[src/rtl/ic_pkg.sv]
package ic_pkg;
  typedef enum logic [2:0] {
    ST_IDLE    = 3'd0,
    ST_STACK   = 3'd1,
    ST_ACT     = 3'd2,
    ST_UNSTACK = 3'd3,
    ST_CHAIN   = 3'd4
  } ic_state_e;
endpackage

[src/rtl/ic_pend.sv]
module ic_pend #(
  parameter int N = 8,
  localparam int IW = $clog2(N)
) (
  input  logic          clk,
  input  logic          rst,
  input  logic [N-1:0]  irq_req,
  input  logic [N-1:0]  pend_set,
  input  logic [N-1:0]  pend_clr,
  input  logic          take_vld,
  input  logic [IW-1:0] take_idx,
  output logic [N-1:0]  pend_q
);
  logic [N-1:0] irq_d;
  logic [N-1:0] rise;
  logic [N-1:0] take_mask;

  always_comb begin
    rise = irq_req & ~irq_d;
    for (int i = 0; i < N; i++) begin
      take_mask[i] = take_vld && (take_idx == IW'(i));
    end
  end

  always_ff @(posedge clk) begin
    if (rst) begin
      irq_d  <= '0;
      pend_q <= '0;
    end else begin
      irq_d  <= irq_req;
      // a new set on the same edge wins over any clear
      pend_q <= (pend_q & ~(pend_clr | take_mask)) | rise | pend_set;
    end
  end
endmodule

[src/rtl/ic_arb.sv]
module ic_arb #(
  parameter int N  = 8,
  parameter int PW = 3,
  localparam int IW = $clog2(N)
) (
  input  logic [N-1:0]    pend,
  input  logic [N*PW-1:0] prio_flat,
  output logic            best_vld,
  output logic [IW-1:0]   best_idx,
  output logic [PW-1:0]   best_prio
);
  always_comb begin
    best_vld  = 1'b0;
    best_idx  = '0;
    best_prio = '0;
    for (int i = 0; i < N; i++) begin
      // strict compare keeps the lowest index on a tie
      if (pend[i] && (!best_vld || (prio_flat[i*PW +: PW] < best_prio))) begin
        best_vld  = 1'b1;
        best_idx  = IW'(i);
        best_prio = prio_flat[i*PW +: PW];
      end
    end
  end
endmodule

[src/rtl/ic_stack.sv]
module ic_stack #(
  parameter int IW    = 3,
  parameter int PW    = 3,
  parameter int DEPTH = 8,
  localparam int AW = $clog2(DEPTH),
  localparam int DW = $clog2(DEPTH + 1)
) (
  input  logic          clk,
  input  logic          rst,
  input  logic          push,
  input  logic          pop,
  input  logic [IW-1:0] wr_idx,
  input  logic [PW-1:0] wr_prio,
  output logic [IW-1:0] top_idx,
  output logic [PW-1:0] top_prio,
  output logic [DW-1:0] depth
);
  logic [IW+PW-1:0] mem [DEPTH];
  logic [AW-1:0]    wr_addr;
  logic [AW-1:0]    rd_addr;

  assign wr_addr = AW'(depth);
  assign rd_addr = AW'(depth - DW'(1));

  always_ff @(posedge clk) begin
    if (push) mem[wr_addr] <= {wr_idx, wr_prio};
  end

  assign {top_idx, top_prio} = mem[rd_addr];

  always_ff @(posedge clk) begin
    if (rst) depth <= '0;
    else if (push && !pop) depth <= depth + DW'(1);
    else if (pop && !push) depth <= depth - DW'(1);
  end
endmodule

[src/rtl/vic_chain.sv]
module vic_chain #(
  parameter int N           = 8,
  parameter int PW          = 3,
  parameter int STACK_CYC   = 6,
  parameter int UNSTACK_CYC = 6,
  parameter int CHAIN_CYC   = 6,
  localparam int IW    = $clog2(N),
  localparam int DEPTH = 2 ** PW,
  localparam int DW    = $clog2(DEPTH + 1)
) (
  input  logic          clk,
  input  logic          rst,
  input  logic [N-1:0]  irq_req,
  input  logic          prio_we,
  input  logic [IW-1:0] prio_sel,
  input  logic [PW-1:0] prio_val,
  input  logic [N-1:0]  pend_set,
  input  logic [N-1:0]  pend_clr,
  input  logic          hdl_done,
  output logic [N-1:0]  pending,
  output logic [IW-1:0] vec_idx,
  output logic          in_handler,
  output logic          stacking,
  output logic          unstacking,
  output logic          chaining,
  output logic [PW:0]   run_prio,
  output logic [DW-1:0] nest_lvl
);
  import ic_pkg::*;

  localparam int MAXC0 = (STACK_CYC > UNSTACK_CYC) ? STACK_CYC : UNSTACK_CYC;
  localparam int MAXC  = (MAXC0 > CHAIN_CYC) ? MAXC0 : CHAIN_CYC;
  localparam int CW    = $clog2(MAXC + 1);
  localparam logic [CW-1:0] ST_LAST = CW'(STACK_CYC - 1);
  localparam logic [CW-1:0] UN_LAST = CW'(UNSTACK_CYC - 1);
  localparam logic [CW-1:0] CH_LAST = CW'(CHAIN_CYC - 1);
  localparam logic [PW:0]   IDLE_P  = (PW+1)'(DEPTH);

  ic_state_e     st;
  logic [CW-1:0] cnt;
  logic [IW-1:0] sel_idx_q;
  logic [PW-1:0] sel_prio_q;
  logic [IW-1:0] cur_idx_q;
  logic [PW:0]   cur_prio_q;
  logic [PW-1:0] prio_q [N];
  logic [N*PW-1:0] prio_flat;

  logic          best_vld;
  logic [IW-1:0] best_idx;
  logic [PW-1:0] best_prio;
  logic [IW-1:0] top_idx;
  logic [PW-1:0] top_prio;
  logic [DW-1:0] depth;

  logic          sub;
  logic [IW-1:0] nsel_idx;
  logic [PW-1:0] nsel_prio;
  logic [PW:0]   restore_thr;
  logic          chain_ok;
  logic          preempt;
  logic          commit;
  logic          push;
  logic          pop;

  // software-visible priority registers
  always_ff @(posedge clk) begin
    if (rst) begin
      for (int i = 0; i < N; i++) prio_q[i] <= '0;
    end else if (prio_we) begin
      prio_q[prio_sel] <= prio_val;
    end
  end

  always_comb begin
    for (int i = 0; i < N; i++) prio_flat[i*PW +: PW] = prio_q[i];
  end

  ic_pend #(.N(N)) u_pend (
    .clk      (clk),
    .rst      (rst),
    .irq_req  (irq_req),
    .pend_set (pend_set),
    .pend_clr (pend_clr),
    .take_vld (commit),
    .take_idx (nsel_idx),
    .pend_q   (pending)
  );

  ic_arb #(.N(N), .PW(PW)) u_arb (
    .pend      (pending),
    .prio_flat (prio_flat),
    .best_vld  (best_vld),
    .best_idx  (best_idx),
    .best_prio (best_prio)
  );

  ic_stack #(.IW(IW), .PW(PW), .DEPTH(DEPTH)) u_stack (
    .clk      (clk),
    .rst      (rst),
    .push     (push),
    .pop      (pop),
    .wr_idx   (cur_idx_q),
    .wr_prio  (cur_prio_q[PW-1:0]),
    .top_idx  (top_idx),
    .top_prio (top_prio),
    .depth    (depth)
  );

  always_comb begin
    // late arrival: a strictly more urgent source replaces the selection
    sub         = best_vld && (best_prio < sel_prio_q);
    nsel_idx    = sub ? best_idx  : sel_idx_q;
    nsel_prio   = sub ? best_prio : sel_prio_q;
    restore_thr = (depth != '0) ? {1'b0, top_prio} : IDLE_P;
    chain_ok    = best_vld && ({1'b0, best_prio} < restore_thr);
    preempt     = best_vld && ({1'b0, best_prio} < cur_prio_q);
    commit      = ((st == ST_STACK) && (cnt == ST_LAST)) ||
                  ((st == ST_CHAIN) && (cnt == CH_LAST));
    push        = (st == ST_ACT) && !hdl_done && preempt;
    pop         = (st == ST_UNSTACK) && (cnt == UN_LAST) && (depth != '0);
  end

  always_ff @(posedge clk) begin
    if (rst) begin
      st         <= ST_IDLE;
      cnt        <= '0;
      sel_idx_q  <= '0;
      sel_prio_q <= '0;
      cur_idx_q  <= '0;
      cur_prio_q <= IDLE_P;
    end else begin
      case (st)
        ST_IDLE: begin
          if (best_vld) begin
            st         <= ST_STACK;
            cnt        <= '0;
            sel_idx_q  <= best_idx;
            sel_prio_q <= best_prio;
          end
        end
        ST_ACT: begin
          if (hdl_done) begin
            cnt <= '0;
            if (chain_ok) begin
              st         <= ST_CHAIN;
              sel_idx_q  <= best_idx;
              sel_prio_q <= best_prio;
            end else begin
              st <= ST_UNSTACK;
            end
          end else if (preempt) begin
            st         <= ST_STACK;
            cnt        <= '0;
            sel_idx_q  <= best_idx;
            sel_prio_q <= best_prio;
          end
        end
        ST_STACK, ST_CHAIN: begin
          sel_idx_q  <= nsel_idx;
          sel_prio_q <= nsel_prio;
          if (commit) begin
            st         <= ST_ACT;
            cur_idx_q  <= nsel_idx;
            cur_prio_q <= {1'b0, nsel_prio};
          end else begin
            cnt <= cnt + CW'(1);
          end
        end
        ST_UNSTACK: begin
          if (cnt == UN_LAST) begin
            if (depth != '0) begin
              st         <= ST_ACT;
              cur_idx_q  <= top_idx;
              cur_prio_q <= {1'b0, top_prio};
            end else begin
              st         <= ST_IDLE;
              cur_idx_q  <= '0;
              cur_prio_q <= IDLE_P;
            end
          end else begin
            cnt <= cnt + CW'(1);
          end
        end
        default: st <= ST_IDLE;
      endcase
    end
  end

  assign vec_idx    = cur_idx_q;
  assign run_prio   = cur_prio_q;
  assign nest_lvl   = depth;
  assign in_handler = (st == ST_ACT);
  assign stacking   = (st == ST_STACK);
  assign unstacking = (st == ST_UNSTACK);
  assign chaining   = (st == ST_CHAIN);
endmodule

[config.mk]
export PLATFORM = sky130hd
export DESIGN_NAME = vic_chain
export DESIGN_NICKNAME = d
export VERILOG_FILES = /design/src/rtl/ic_pkg.sv /design/src/rtl/ic_pend.sv /design/src/rtl/ic_arb.sv /design/src/rtl/ic_stack.sv /design/src/rtl/vic_chain.sv
export SDC_FILE = /design/constraint.sdc
export NUM_CORES = 1
export LEC_CHECK = 0
export CAP_MARGIN = 20
export CORE_MARGIN = 8
export CORE_UTILIZATION = 45
export CTS_BUF_LIST = sky130_fd_sc_hd__clkbuf_4 sky130_fd_sc_hd__clkbuf_8
export DETAILED_ROUTE_END_ITERATION = 10
export PLACE_DENSITY = 0.63
export SYNTH_ARGS = -nofsm -noshare
export SYNTH_HDL_FRONTEND = slang
export SYNTH_SLANG_ARGS = --single-unit
[constraint.sdc]
create_clock -name clk -period 36 [get_ports clk]
set_input_delay 7.2 -clock clk [delete_from_list [all_inputs] [get_ports clk]]
set_output_delay 7.2 -clock clk [all_outputs]
set_load 0.005 [all_outputs]
* Word-level counts from Yosys, hierarchy flattened
Memories as Yosys holds them, arrays and structs flattened.
Index checks and enable logic that the tools add are counted.
W data, S select, Z words.
** Storage, ports and cells
- Bits in registers :: 39
- Memories kept :: 2
- Logic and storage cells :: 176
- RAM bits :: 72
** Cells by class
- Equal/unequal tests :: 19
- Order comparisons :: 10
- Bitwise logic cells :: 7
- Reduce and logical (&&, ||, !) cells :: 57
- Add/sub/neg operators :: 3
- Muxes and demuxes :: 69
** Memories
- u_stack.mem :: words 8, width 6, rd ports 1, clocked after Yosys merged registers in 0, wr ports 1, RTL line ic_stack.sv:18 : logic [IW+PW-1:0] mem [DEPTH];
- prio_q :: words 8, width 3, rd ports 8, clocked after Yosys merged registers in 0, wr ports 8, RTL line vic_chain.sv:45 : logic [PW-1:0] prio_q [N];
** Operators by type and width (count)
- $mux W3 :: 38
- $logic_and A1 B1 Y1 :: 26
- $lt A3 B3 Y1 :: 8
- $or A8 B8 Y8 :: 3
- $pmux W3 S4 :: 2
- $mux W4 :: 5
- $eq A3 B3 Y1 const B :: 6
- $pmux W3 S3 :: 2
- $mux W1 :: 17
- $and A8 B8 Y8 :: 2
- $not A8 Y8 :: 2
- $eq A3 B2 Y1 const B :: 4
- $logic_not A1 Y1 :: 10
- $logic_or A1 B1 Y1 :: 8
- $lt A3 B4 Y1 :: 2
- $pmux W4 S2 :: 1
- $reduce_and A4 Y1 :: 2
- $reduce_bool A4 Y1 :: 2
- $eq A3 B1 Y1 const B :: 2
- $logic_not A3 Y1 :: 2
- $mux W2 :: 3
- $ne A2 B2 Y1 const B :: 3
- $ne A3 B2 Y1 const B :: 2
- $pmux W3 S2 :: 1
- other kinds (10) :: 12

* Longest topological paths before layout
Gate-level depths: netlist of the first run.
An unclocked memory read counts as a cell.
- Depth after elaboration :: 40
- Mapped depth :: 64

* Hierarchy
From an unflattened synthesis of the first run, not the netlist that was laid out.
** Second synthesis, totals
- Cells, all modules :: 541
- Area total of the unflattened synthesis :: 6007.0 um^2
** Modules (own cells, without submodules)
- vic_chain :: area each 2288.4 um^2, cells each 226, times used 1
- ic_stack :: area each 2097.0 um^2, cells each 109, times used 1
- ic_arb :: area each 1004.7 um^2, cells each 138, times used 1
- ic_pend :: area each 616.8 um^2, cells each 68, times used 1

* Least setup slack after synthesis of the first run
Ideal clock, no wire load.
- Path type :: register to register
- From :: register u_pend.pend_q[0]
- To :: memory u_stack.mem[0][0] in the netlist's numbering (enable)
- Setup slack :: 24.040 ns
- Required time :: 35.622 ns
- Data arrival time :: 11.582 ns
- Setup time :: 0.378 ns
- Path buffers :: 1
- Cell stages (with the launch flop) :: 58
- Path through :: dfxtp_1 > buf_6 > nand2_1 > ha_1 > a21oi_1 > nand3_1 > a32o_1 > inv_1 > ha_1 > nor3_1 > o21a_1 > nor2_1 > mux2i_1 > ha_1 > a211oi_1 > nand3_1 > o21ai_1 > nand2_1 > (+22 left out) > o21a_1 > nor2_1 > o21a_1 > a2111oi_2 > a21oi_4 > o21ai_0 > mux2i_1 > inv_1 > ha_1 > nand2b_1 > nor2_1 > nand3_1 > o21ai_0 > a311oi_1 > o211a_1 > or3_1 > nor3_1 > nor3b_1
** Between the ends
- Word-level cells in the longest chain between the ends :: 34
- Elaborated cells between the ends (all ways) :: 49
** Ends and longest elaborated chain
- start, declared :: RTL line ic_pend.sv:12 : output logic [N-1:0] pend_q
- start signal, assigned :: RTL line ic_pend.sv:32 : pend_q <= (pend_q & ~(pend_clr | take_mask)) | rise | pend_set;
- $mux W3 / $mux W1 (equally long branches) :: RTL line ic_arb.sv:18 : if (pend[i] && (!best_vld || (prio_flat[i*PW +: PW] < best_prio))) begin
- $lt A3 B3 Y1 / $logic_not A1 Y1 (equally long branches) :: RTL line ic_arb.sv:18
- $logic_or A1 B1 Y1 :: RTL line ic_arb.sv:18
- $logic_and A1 B1 Y1 :: RTL line ic_arb.sv:18
- $mux W3 / $mux W1 (equally long branches) :: RTL line ic_arb.sv:18
- $lt A3 B3 Y1 / $logic_not A1 Y1 (equally long branches) :: RTL line ic_arb.sv:18
- $logic_or A1 B1 Y1 :: RTL line ic_arb.sv:18
- $logic_and A1 B1 Y1 :: RTL line ic_arb.sv:18
- (+18 left out)
- $logic_or A1 B1 Y1 :: RTL line ic_arb.sv:18
- $logic_and A1 B1 Y1 :: RTL line ic_arb.sv:18
- $mux W3 :: RTL line ic_arb.sv:18
- $lt A3 B4 Y1 :: RTL line vic_chain.sv:116 : preempt = best_vld && ({1'b0, best_prio} < cur_prio_q);
- $logic_and A1 B1 Y1 * :: RTL line vic_chain.sv:116
- $logic_and A1 B1 Y1 * :: RTL line vic_chain.sv:119 : push = (st == ST_ACT) && !hdl_done && preempt;
- $mux W1 * :: RTL line ic_stack.sv:26 : if (push) mem[wr_addr] <= {wr_idx, wr_prio};
- $mux W1 (not written as such) * :: RTL line ic_stack.sv:26
- end, declared :: RTL line ic_stack.sv:18
Every way passes the cells marked *; elsewhere a longest branch is shown, timed or not.

* Final worst setup path of the first run
- From :: register u_pend.pend_q[0]
- To :: memory u_stack.mem[2][1] in the netlist's numbering (enable)
The elaborated chain is that of the path after synthesis.

==> flow_summary.json, run 1 <==
{
  "status": "complete, no violations",
  "timing.rr.end": "u_stack.mem[2][1]$_DFFE_PP_",
  "vdd_drop_max_mv": 0.0262,
  "p_leak_nw": 2.64,
  "core_area_um2": 14400,
  "drc": 0,
  "postCtsSetupRepairBufs": 0,
  "globalRouteOverflowTotal": 0,
  "hold_path_startpoint": "cnt[1]$_SDFFE_PP0P_",
  "synth_edf_count": 72,
  "critPathSlowestCell": "nor3b_1",
  "firstDrtPassIters": 6,
  "final_nets": 733,
  "finalMaxSlewViolations": 0,
  "synth.most_common_cell": "edfxtp_1",
  "start_util_pct": 45.4,
  "worst_slew_pin_slew_ns": 1.03,
  "nFillCells": 1281,
  "grt_usage_pct": 17.6,
  "yosys_warnings": 0,
  "fin_crit_ns": 14.20,
  "fmax_mhz": 70.4,
  "clock_latency_ns": 0.40,
  "multi_input_area_um2": 3370,
  "tns_ns": 0,
  "cts_buffers": 9,
  "syn_nets": 684,
  "place.port_buffers": 56,
  "grt_pass1_wl_mm": 25.9,
  "synthToLayoutAreaGrowth_pct": 13.8,
  "setup_viol": 0,
  "num_rows": 44,
  "seq_area_um2": 2940,
  "htree_num_levels": 3,
  "die_w_um": 136,
  "path_max_fanout": 15,
  "num_antenna_cells": 0,
  "layout_setup_ws_ns": 21.80,
  "gp_congestion": 0.921,
  "hold_viol": 0,
  "routed_wl_mm": 16.3,
  "wl_per_cell_um": 18.8,
  "die_area_um2": 18600,
  "synthesis.area_um2": 6530,
  "pin_count": 57,
  "rrSetupSlack_ns": 21.80,
  "synthTopCellsByCount": "72 x edfxtp_1, 51 x nor2_1, 39 x dfxtp_1",
  "clk_pin_slew_ns": 0.12,
  "slew_headroom_pct": 31.1,
  "synth_seq_area_share_pct": 45.1,
  "place_hpwl_mm": 12.4,
  "cts_tree": "built",
  "critPathArrivalTime_ns": 14.21,
  "place_ws_ns": 22.07,
  "hp-class": "reg -> reg",
  "avgSynthCellArea_um2": 10.4,
  "drt_iter0_drc": 392,
  "clock_path_buffers": 2,
  "hold_buffers": 0,
  "holdPathEnd": "cnt[1]$_SDFFE_PP0P_",
  "min_period_over_period_pct": 39.4,
  "clockRootBuffer": "clkbuf_8",
  "cpMostUsedCell": "ha_1",
  "start_kind": "flip-flop",
  "synth_ff_type": "edfxtp_1",
  "cp-end-kind": "flip-flop",
  "ant_nets": 0,
  "cts_sinks": 111,
  "synth-async-reset-ratio_pct": 0,
  "holdPathStages": 2,
  "fin_skew_ns": 0.0218,
  "cts_resized": 0,
  "powerDensity_nw_per_um2": 57.1,
  "via_per_inst": 6.06,
  "max_stage_delay_ns": 0.88,
  "grt_setup_unrepaired": "no",
  "drive_gt1_share_pct": 10.5,
  "crit_type": "reg -> reg",
  "antenna_found_initial": 0,
  "vias": 5252,
  "ys_seq_elements": 111,
  "synth_top_area_cell": "edfxtp_1",
  "synthTopCellsByArea": "edfxtp_1 33%, dfxtp_1 12%, mux4_2 4.1%, ha_1 4.0%, nor2_1 2.9%",
  "die_y_um": 136,
  "grt_pass1_vias": 5026,
  "maxCapViolations": 0,
  "synth.distinct_cells": 80,
  "synth.top_cell.area_share_pct": 33.1,
  "grt_start_max_net_pins": 53,
  "worst_r2r_path_depth": 56,
  "synth_cells": 629,
  "reg2reg_from": "u_pend.pend_q[0]$_SDFF_PP0_",
  "cp.required_ns": 36.01
}
==> critical path, delay by kind of cell (launching register included) <==
kind	cells	cell delay, ns
AO/OA/AOI/OAI	26	6.04
multiplexers	2	0.69
adder cells (fa/ha/maj)	8	2.29
buffers and inverters	3	0.32
flip-flops	1	0.69
AND/OR/NAND/NOR	17	3.77
==> layout by cell type (no fill, tap or decap), types with 5 or more instances in the layout <==
cell type / count
nor2b_1: 15
and2_1: 27
nor3_1: 17
nor3b_1: 6
clkdlybuf4s50_1: 55
nand2b_1: 22
o21ai_0: 17
a31oi_1: 17
a211oi_1: 13
edfxtp_1: 72
ha_1: 21
o21ai_1: 9
o21a_1: 12
nor2_1: 51
nand2_1: 35
or2_2: 12
a21oi_1: 37
and3_1: 5
mux4_2: 12
nand3_1: 12
a21o_1: 11
mux2_2: 6
mux2i_1: 5
or3_1: 5
inv_1: 31
clkbuf_8: 9
o211ai_1: 6
dfxtp_1: 39
==> routing by layer <==
layer  vias up  routed length (µm)  track usage (%)
li1       2493                   -                -
met1      2538                7260             23.4
met2       202                7800             28.1
met3        19                1070             4.07
met4         0                 197             5.25
met5         -                   0                0
==> sequential cells by signal, indices dropped and copies added, names as in the netlist <==
| register | cells |
|---|---|
| cnt | 3 |
| prio_q | 24 |
| run_prio | 4 |
| sel_idx_q | 3 |
| sel_prio_q | 3 |
| st | 3 |
| u_pend.irq_d | 8 |
| u_pend.pend_q | 8 |
| u_stack.depth | 4 |
| u_stack.mem | 48 |
| vec_idx | 3 |
==> power by group <==
group | switching, mW | internal [mW]
Sequential | 0.0116 | 0.144
Clock | 0.0479 | 0.0275
Combinational | 0.115 | 0.0781
Total | 0.174 | 0.250
==> metrics by stage <==
stage | hold WS [ns] | power (mW) | area, µm² | std cells | util [%]
3_5_place_dp | 0.507 | 0.348 | 7230 | 851 | 50.3
6_report | 0.521 | 0.424 | 7430 | 867 | 51.7
2_1_floorplan | 0.466 | 0.298 | 6530 | 629 | -
4_1_cts | 0.530 | 0.425 | 7430 | 867 | 51.7
3_3_place_gp | 0.474 | 0.346 | 7230 | 851 | 50.3
5_1_grt | 0.541 | 0.450 | 7430 | 867 | 51.7
==> worst max-delay path by stage <==
stage               slack [ns]                        start                          end
floorplan                24.04  u_pend.pend_q[0]$_SDFF_PP0_  u_stack.mem[0][0]$_DFFE_PP_
global placement         22.58  u_pend.pend_q[0]$_SDFF_PP0_  u_stack.mem[1][4]$_DFFE_PP_
detailed placement       22.07  u_pend.pend_q[0]$_SDFF_PP0_  u_stack.mem[2][3]$_DFFE_PP_
CTS                      22.03  u_pend.pend_q[0]$_SDFF_PP0_  u_stack.mem[2][1]$_DFFE_PP_
global route             20.47  u_pend.pend_q[0]$_SDFF_PP0_  u_stack.mem[1][0]$_DFFE_PP_
finish                   21.80  u_pend.pend_q[0]$_SDFF_PP0_  u_stack.mem[2][1]$_DFFE_PP_
==> area by class of cell <==
type,instances,share of cell area [%]
Tap cell,184,3.10
Timing Repair Buffer,57,7.58
Clock buffer,9,1.67
Multi-Input combinational cell,468,45.4
Sequential cell,111,39.6
Inverter,31,1.57
Clock inverter,7,1.04
==> cell families (layout without fill, tap and decap cells) <==
logic type	after synthesis	in the layout	synth area share (%)
and+or+nand+nor	235	235	20.1
xor gates and xnor gates	5	5	0.671
adders and majority gates	21	21	4.02
AOI/OAI and AO/OA	182	182	20.6
buffers and inverters	50	104	3.24
muxes	25	25	6.29
DFF	111	111	45.1
(Power assumes the default switching activity.)
==> inputs of run 2 (changes only) <==
--- a/config.mk
+++ b/config.mk
@@ -10,7 +10,7 @@
 export CORE_UTILIZATION = 45
 export CTS_BUF_LIST = sky130_fd_sc_hd__clkbuf_4 sky130_fd_sc_hd__clkbuf_8
 export DETAILED_ROUTE_END_ITERATION = 10
-export PLACE_DENSITY = 0.63
+export PLACE_DENSITY = 0.65
 export SYNTH_ARGS = -nofsm -noshare
 export SYNTH_HDL_FRONTEND = slang
 export SYNTH_SLANG_ARGS = --single-unit
==> constraint.sdc (replaced) <==
create_clock -name clk -period 12.1 [get_ports clk]
set_input_delay 2.42 -clock clk [delete_from_list [all_inputs] [get_ports clk]]
set_output_delay 2.42 -clock clk [all_outputs]
set_load 0.005 [all_outputs]
==> run 2 against run 1 <==
Net effect:
- combinational power rose to 3.3 times the previous value
- sequential power grew to 3.0 times the previous value
- count of clock-buffer cells in the layout unchanged
- die area unchanged
- global-route usage up 0.73 points
- largest cell class unchanged
- register-to-register slack worse by 21 ns
- total power increased to 3.2 times the previous value
- sequential share of layout area is 2.1 points lower
- sequential cell count did not move
- cell count increased by 2.9%
==> flow_summary.json, run 2 (synthesis results as in run 1) <==
{
  "grt_pass1_wl_mm": 26.5,
  "fmax_mhz": 86.7,
  "timing.hold.ws_ns": 0.512,
  "ant_nets": 0,
  "drt_iter0_drc": 428,
  "cp-end-kind": "flip-flop",
  "pin_count": 57,
  "seq_power_share_pct": 34.4,
  "grt_usage_pct": 18.4,
  "firstDrtPassIters": 5,
  "power_frac_clock_pct": 18.7,
  "vias": 5248,
  "holdPathStages": 2,
  "via_per_inst": 5.88,
  "seq_area_um2": 2950,
  "routed_wl_mm": 16.9,
  "cpMostUsedCell": "ha_1",
  "rrSetupSlack_ns": 0.56,
  "gp_congestion": 0.935,
  "num_antenna_cells": 0,
  "multi_input_area_um2": 3570,
  "slew_headroom_pct": 32.0,
  "max_stage_delay_ns": 0.42,
  "antenna_found_initial": 0,
  "htree_num_levels": 3,
  "vdd_drop_max_mv": 0.0795,
  "p_sw_share_pct": 40.4,
  "p_total_mw": 1.35,
  "cts_sinks": 111,
  "fin_crit_ns": 11.54,
  "die_w_um": 136,
  "place_ws_ns": -0.209,
  "place.port_buffers": 56,
  "largest_reg_flops": 48,
  "top_regs": "u_stack.mem x48, prio_q x24",
  "drive_gt1_share_pct": 19.2,
  "wl_per_cell_um": 18.9,
  "worst_r2r_path_depth": 59,
  "status": "complete, no violations",
  "worst_slew_pin_slew_ns": 1.02,
  "synthToLayoutAreaGrowth_pct": 20.1,
  "min_period_over_period_pct": 95.4,
  "place_hpwl_mm": 12.4,
  "clk_pin_slew_ns": 0.12,
  "top_register": "u_stack.mem",
  "crit_type": "reg -> reg",
  "mostFrequentLayoutCell": "edfxtp_1",
  "num_rows": 44,
  "p_int_uw": 802,
  "p_leak_nw": 2.82,
  "final_nets": 758,
  "clock_path_buffers": 2,
  "hold_viol": 0,
  "start_util_pct": 45.4,
  "path_max_fanout": 6,
  "clockRootBuffer": "clkbuf_8",
  "cts_buffers": 9,
  "comb_power_share_pct": 46.9,
  "final_util_pct": 54.6,
  "critPathSlowestCell": "or3_4",
  "finalMaxSlewViolations": 0,
  "critPathArrivalTime_ns": 11.88,
  "core_area_um2": 14400,
  "powerDensity_nw_per_um2": 172,
  "layout_setup_ws_ns": 0.562,
  "maxCapViolations": 0,
  "grt_pass1_vias": 5064,
  "die_y_um": 136,
  "start_kind": "flip-flop",
  "drc": 0,
  "clock_latency_ns": 0.42,
  "nFillCells": 1224,
  "cp.required_ns": 12.44,
  "grt_start_max_net_pins": 53,
  "hp-class": "reg -> reg",
  "globalRouteOverflowTotal": 0,
  "cts_tree": "built",
  "die_area_um2": 18600,
  "layout_common_cells": "72 x edfxtp_1, 55 x clkdlybuf4s50_1, 49 x nor2_1",
  "setup_viol": 0,
  "p_sw_uw": 544,
  "fin_skew_ns": 0.0311
}
==> run 2: changes by cell type in the layout (fill, tap and decap cells not counted), moves of 4 or more <==
cell / previous run / this run
a21oi_1: 37 / 32
a21oi_2: 1 / 5
buf_4: 1 / 26
ha_1: 21 / 17
o21ai_2: 0 / 6
==> run 2: power by group through the flow <==
| stage | logic (mW) | registers (mW) | clock network [mW] |
|---|---|---|---|
| final | 0.631 | 0.463 | 0.252 |
| after global routing | 0.693 | 0.468 | 0.271 |
| after CTS | 0.596 | 0.462 | 0.257 |
| after detailed placement | 0.585 | 0.470 | 0 |
| after global placement | 0.579 | 0.468 | 0 |
| after floorplan | 0.433 | 0.453 | 0 |
==> run 2: worst max-delay path, delay by kind of cell (launching register included) <==
family / cells / cell delay [ns]
AOI/OAI and AO/OA: 26 / 4.60
and+or+nand+nor: 18 / 3.10
adders and majority gates: 9 / 2.49
muxes: 2 / 0.45
buffers and inverters: 4 / 0.41
DFF: 1 / 0.41
==> run 2: worst paths after layout <==
kind | to | start
worst min-delay path | cnt[1]$_SDFFE_PP0P_ | cnt[1]$_SDFFE_PP0P_
worst max-delay path | u_stack.depth[2]$_SDFFE_PP0P_ | prio_q[0][2]$_SDFFCE_PN0P_
worst min register to register | cnt[1]$_SDFFE_PP0P_ | cnt[1]$_SDFFE_PP0P_
worst max register to register | u_stack.depth[2]$_SDFFE_PP0P_ | prio_q[0][2]$_SDFFCE_PN0P_
==> run 2: area by class of cell <==
type | count | area share (%)
clock inverter | 7 | 1.37
tap | 184 | 2.94
sequential | 111 | 37.6
multi-input combinational | 468 | 45.5
clock buffer | 9 | 1.58
inverter | 31 | 1.48
timing repair buffer | 82 | 9.57
==> run 2: repair_timing <==
| action | 4_1_cts | 5_1_grt |
|---|---|---|
| gates resized for setup | 9 | 38 |
| endpoints found under the setup margin | 54 | 75 |
| pin swaps | 0 | 10 |
| hold buffers | 0 | 0 |
| buffers inserted | 1 | 8 |
| endpoints found under the hold margin | 0 | 0 |
| cloned | 0 | 0 |
==> run 2: per-stage QoR <==
| stage | cells | area, µm² | setup TNS, ns |
|---|---|---|---|
| detailed placement | 867 | 7350 | -6.35 |
| floorplan | 629 | 6530 | 0 |
| global placement | 867 | 7350 | 0 |
| finish | 892 | 7840 | 0 |
| CTS | 884 | 7640 | 0 |
| global route | 892 | 7840 | -2.64 |
==> run 2: layer usage <==
layer,vias to the layer above,global-route usage [%],share of wire (%)
met5,-,0,0
met4,0,7.50,2.2
met3,29,2.85,5.0
met2,144,29.7,48
met1,2531,24.1,44
li1,2544,-,-
==> inputs of run 3 (changes only) <==
==> constraint.sdc (replaced) <==
create_clock -name clk -period 12.1 [get_ports clk]
set_input_delay 2.42 -clock clk [delete_from_list [all_inputs] [get_ports clk]]
set_output_delay 2.42 -clock clk [all_outputs]
set_load 0.1 [all_outputs]
==> run 3 against run 2 <==
Net effect:
- register-to-register slack better by 0.03 ns
- total power up 2.9%
- sequential cell count unchanged
- final area shrank 0.14%
- sequential share of layout area is 0.054 points higher
- count of clock-buffer cells in the layout unchanged
- non-clock buffer count up 6
- via count up 0.50%
- setup slack better by 0.034 ns
- core utilization down 0.078 points
- first-iteration DRC count rose by 1.9%
- clock skew decreased by 0.0060 ns
==> flow_summary.json, run 3 (synthesis results as in run 1) <==
{
  "status": "complete, no violations",
  "slew_headroom_pct": 30.4,
  "grt_pass1_vias": 5127,
  "cts_sinks": 111,
  "critPathArrivalTime_ns": 11.79,
  "maxCapViolations": 0,
  "die_w_um": 136,
  "clock_path_buffers": 2,
  "synthToLayoutAreaGrowth_pct": 20.0,
  "tns_ns": 0,
  "cts_buffers": 9,
  "start_kind": "flip-flop",
  "core_area_um2": 14400,
  "place_hpwl_mm": 12.5,
  "final_util_pct": 54.5,
  "critPathSlowestCell": "o41a_1",
  "vias": 5274,
  "top_register": "u_stack.mem",
  "via_per_inst": 5.87,
  "nFillCells": 1229,
  "finalMaxSlewViolations": 0,
  "cp.required_ns": 12.39,
  "clk_pin_slew_ns": 0.11,
  "grt_pass1_wl_mm": 26.6,
  "globalRouteOverflowTotal": 0,
  "hold_buffers": 0,
  "place.port_buffers": 56,
  "critPathLaunch": "u_pend.pend_q[0]$_SDFF_PP0_",
  "clockRootBuffer": "clkbuf_8",
  "path_max_fanout": 9,
  "start_util_pct": 45.4,
  "crit_type": "reg -> reg",
  "fin_skew_ns": 0.0251,
  "multi_input_area_um2": 3560,
  "final_nets": 764,
  "setup_viol": 0,
  "vdd_drop_max_mv": 0.0672,
  "die_area_um2": 18600,
  "cp-end-kind": "flip-flop",
  "worst_slew_pin_slew_ns": 1.04,
  "pin_count": 57,
  "p_leak_nw": 2.82,
  "num_rows": 44,
  "antenna_found_initial": 0,
  "firstDrtPassIters": 5,
  "gp_congestion": 0.871,
  "design_area_um2": 7830,
  "ant_nets": 0,
  "top_regs": "u_stack.mem x48, prio_q x24",
  "worst_r2r_path_depth": 58,
  "timing.hold.ws_ns": 0.498,
  "num_antenna_cells": 0,
  "clock_latency_ns": 0.41,
  "cts_tree": "built",
  "placed_area_um2": 7390,
  "fmax_mhz": 86.9,
  "cpMostUsedCell": "ha_1",
  "htree_num_levels": 3,
  "drive_gt1_share_pct": 19.5,
  "routed_wl_mm": 16.6,
  "max_stage_delay_ns": 0.43,
  "drc": 0,
  "min_period_over_period_pct": 95.1,
  "grt_start_max_net_pins": 53,
  "crit_end": "sel_prio_q[2]$_SDFFE_PP0P_",
  "wl_per_cell_um": 18.5,
  "reg2reg_from": "u_pend.pend_q[0]$_SDFF_PP0_",
  "layout_common_cells": "72 x edfxtp_1, 55 x clkdlybuf4s50_1, 49 x nor2_1",
  "hp-class": "reg -> reg",
  "fin_crit_ns": 11.50,
  "powerDensity_nw_per_um2": 177,
  "timing.rr.end": "sel_prio_q[2]$_SDFFE_PP0P_",
  "seq_area_um2": 2950,
  "hold_viol": 0,
  "die_y_um": 136,
  "p_total_mw": 1.39,
  "rrSetupSlack_ns": 0.60,
  "mostFrequentLayoutCell": "edfxtp_1",
  "drt_iter0_drc": 436,
  "grt_usage_pct": 18.2,
  "largest_reg_flops": 48
}
[run 3: cell count changes in the layout (fill, tap and decap cells not counted), sizes merged]
| cell | previous run | this run |
|---|---|---|
| buf | 27 | 33 |
| bufinv | 1 | 0 |
| clkinv | 4 | 3 |
| clkinvlp | 0 | 1 |
| inv | 33 | 34 |
[run 3: final cells by class]
| type | instances | share of cell area, % |
|---|---|---|
| clock buffers | 9 | 1.58 |
| clock inverters | 7 | 0.799 |
| inverters | 31 | 1.49 |
| multi-input cells | 468 | 45.4 |
| flip-flops and latches | 111 | 37.6 |
| well taps | 184 | 2.94 |
| repair buffers | 88 | 10.2 |
[run 3: critical path, delay by kind of cell (launching register included)]
family / cells / cell delay, ns
adders and majority gates: 8 / 2.20
AOI/OAI and AO/OA: 29 / 5.79
muxes: 2 / 0.51
DFF: 1 / 0.40
buffers and inverters: 5 / 0.60
and+or+nand+nor: 14 / 1.88
[run 3: timing repair]
item                       4_1_cts  5_1_grt
gates cloned                     0        0
resized for setup                6       34
setup endpoints to repair       56       76
setup buffers                    4        9
hold endpoints to repair         0        0
pin swaps                        1       12
[run 3: routing by layer]
| layer | vias up | wire [µm] | track usage, % |
|---|---|---|---|
| met5 | - | 0 | 0 |
| met4 | 0 | 407 | 8.30 |
| met3 | 29 | 797 | 3.10 |
| met2 | 144 | 8130 | 28.9 |
| met1 | 2533 | 7270 | 23.8 |
| li1 | 2568 | - | - |
[run 3: how the worst min path moves through the flow]
stage / from / end / slack (ns) / cells after the start
final: cnt[1]$_SDFFE_PP0P_ / cnt[1]$_SDFFE_PP0P_ / 0.50 / 2
after global routing: cnt[1]$_SDFFE_PP0P_ / cnt[1]$_SDFFE_PP0P_ / 0.53 / 2
after CTS: cnt[1]$_SDFFE_PP0P_ / cnt[1]$_SDFFE_PP0P_ / 0.50 / 2
after detailed placement: cnt[1]$_SDFFE_PP0P_ / cnt[1]$_SDFFE_PP0P_ / 0.49 / 2
after global placement: cnt[1]$_SDFFE_PP0P_ / cnt[1]$_SDFFE_PP0P_ / 0.48 / 2
after floorplan: cnt[1]$_SDFFE_PP0P_ / cnt[1]$_SDFFE_PP0P_ / 0.47 / 2
[run 3: stage by stage]
| stage | std cells | worst slack (ns) |
|---|---|---|
| CTS | 889 | 0.0331 |
| finish | 898 | 0.596 |
| global placement | 869 | 0.190 |
| global route | 898 | -0.0702 |
| floorplan | 629 | 0.0897 |
| detailed placement | 869 | -0.238 |
[run 3: power by group]
group,switching [mW],internal [mW],total (mW)
clock,0.138,0.0789,0.216
combinational,0.430,0.275,0.705
sequential,0.0346,0.429,0.464
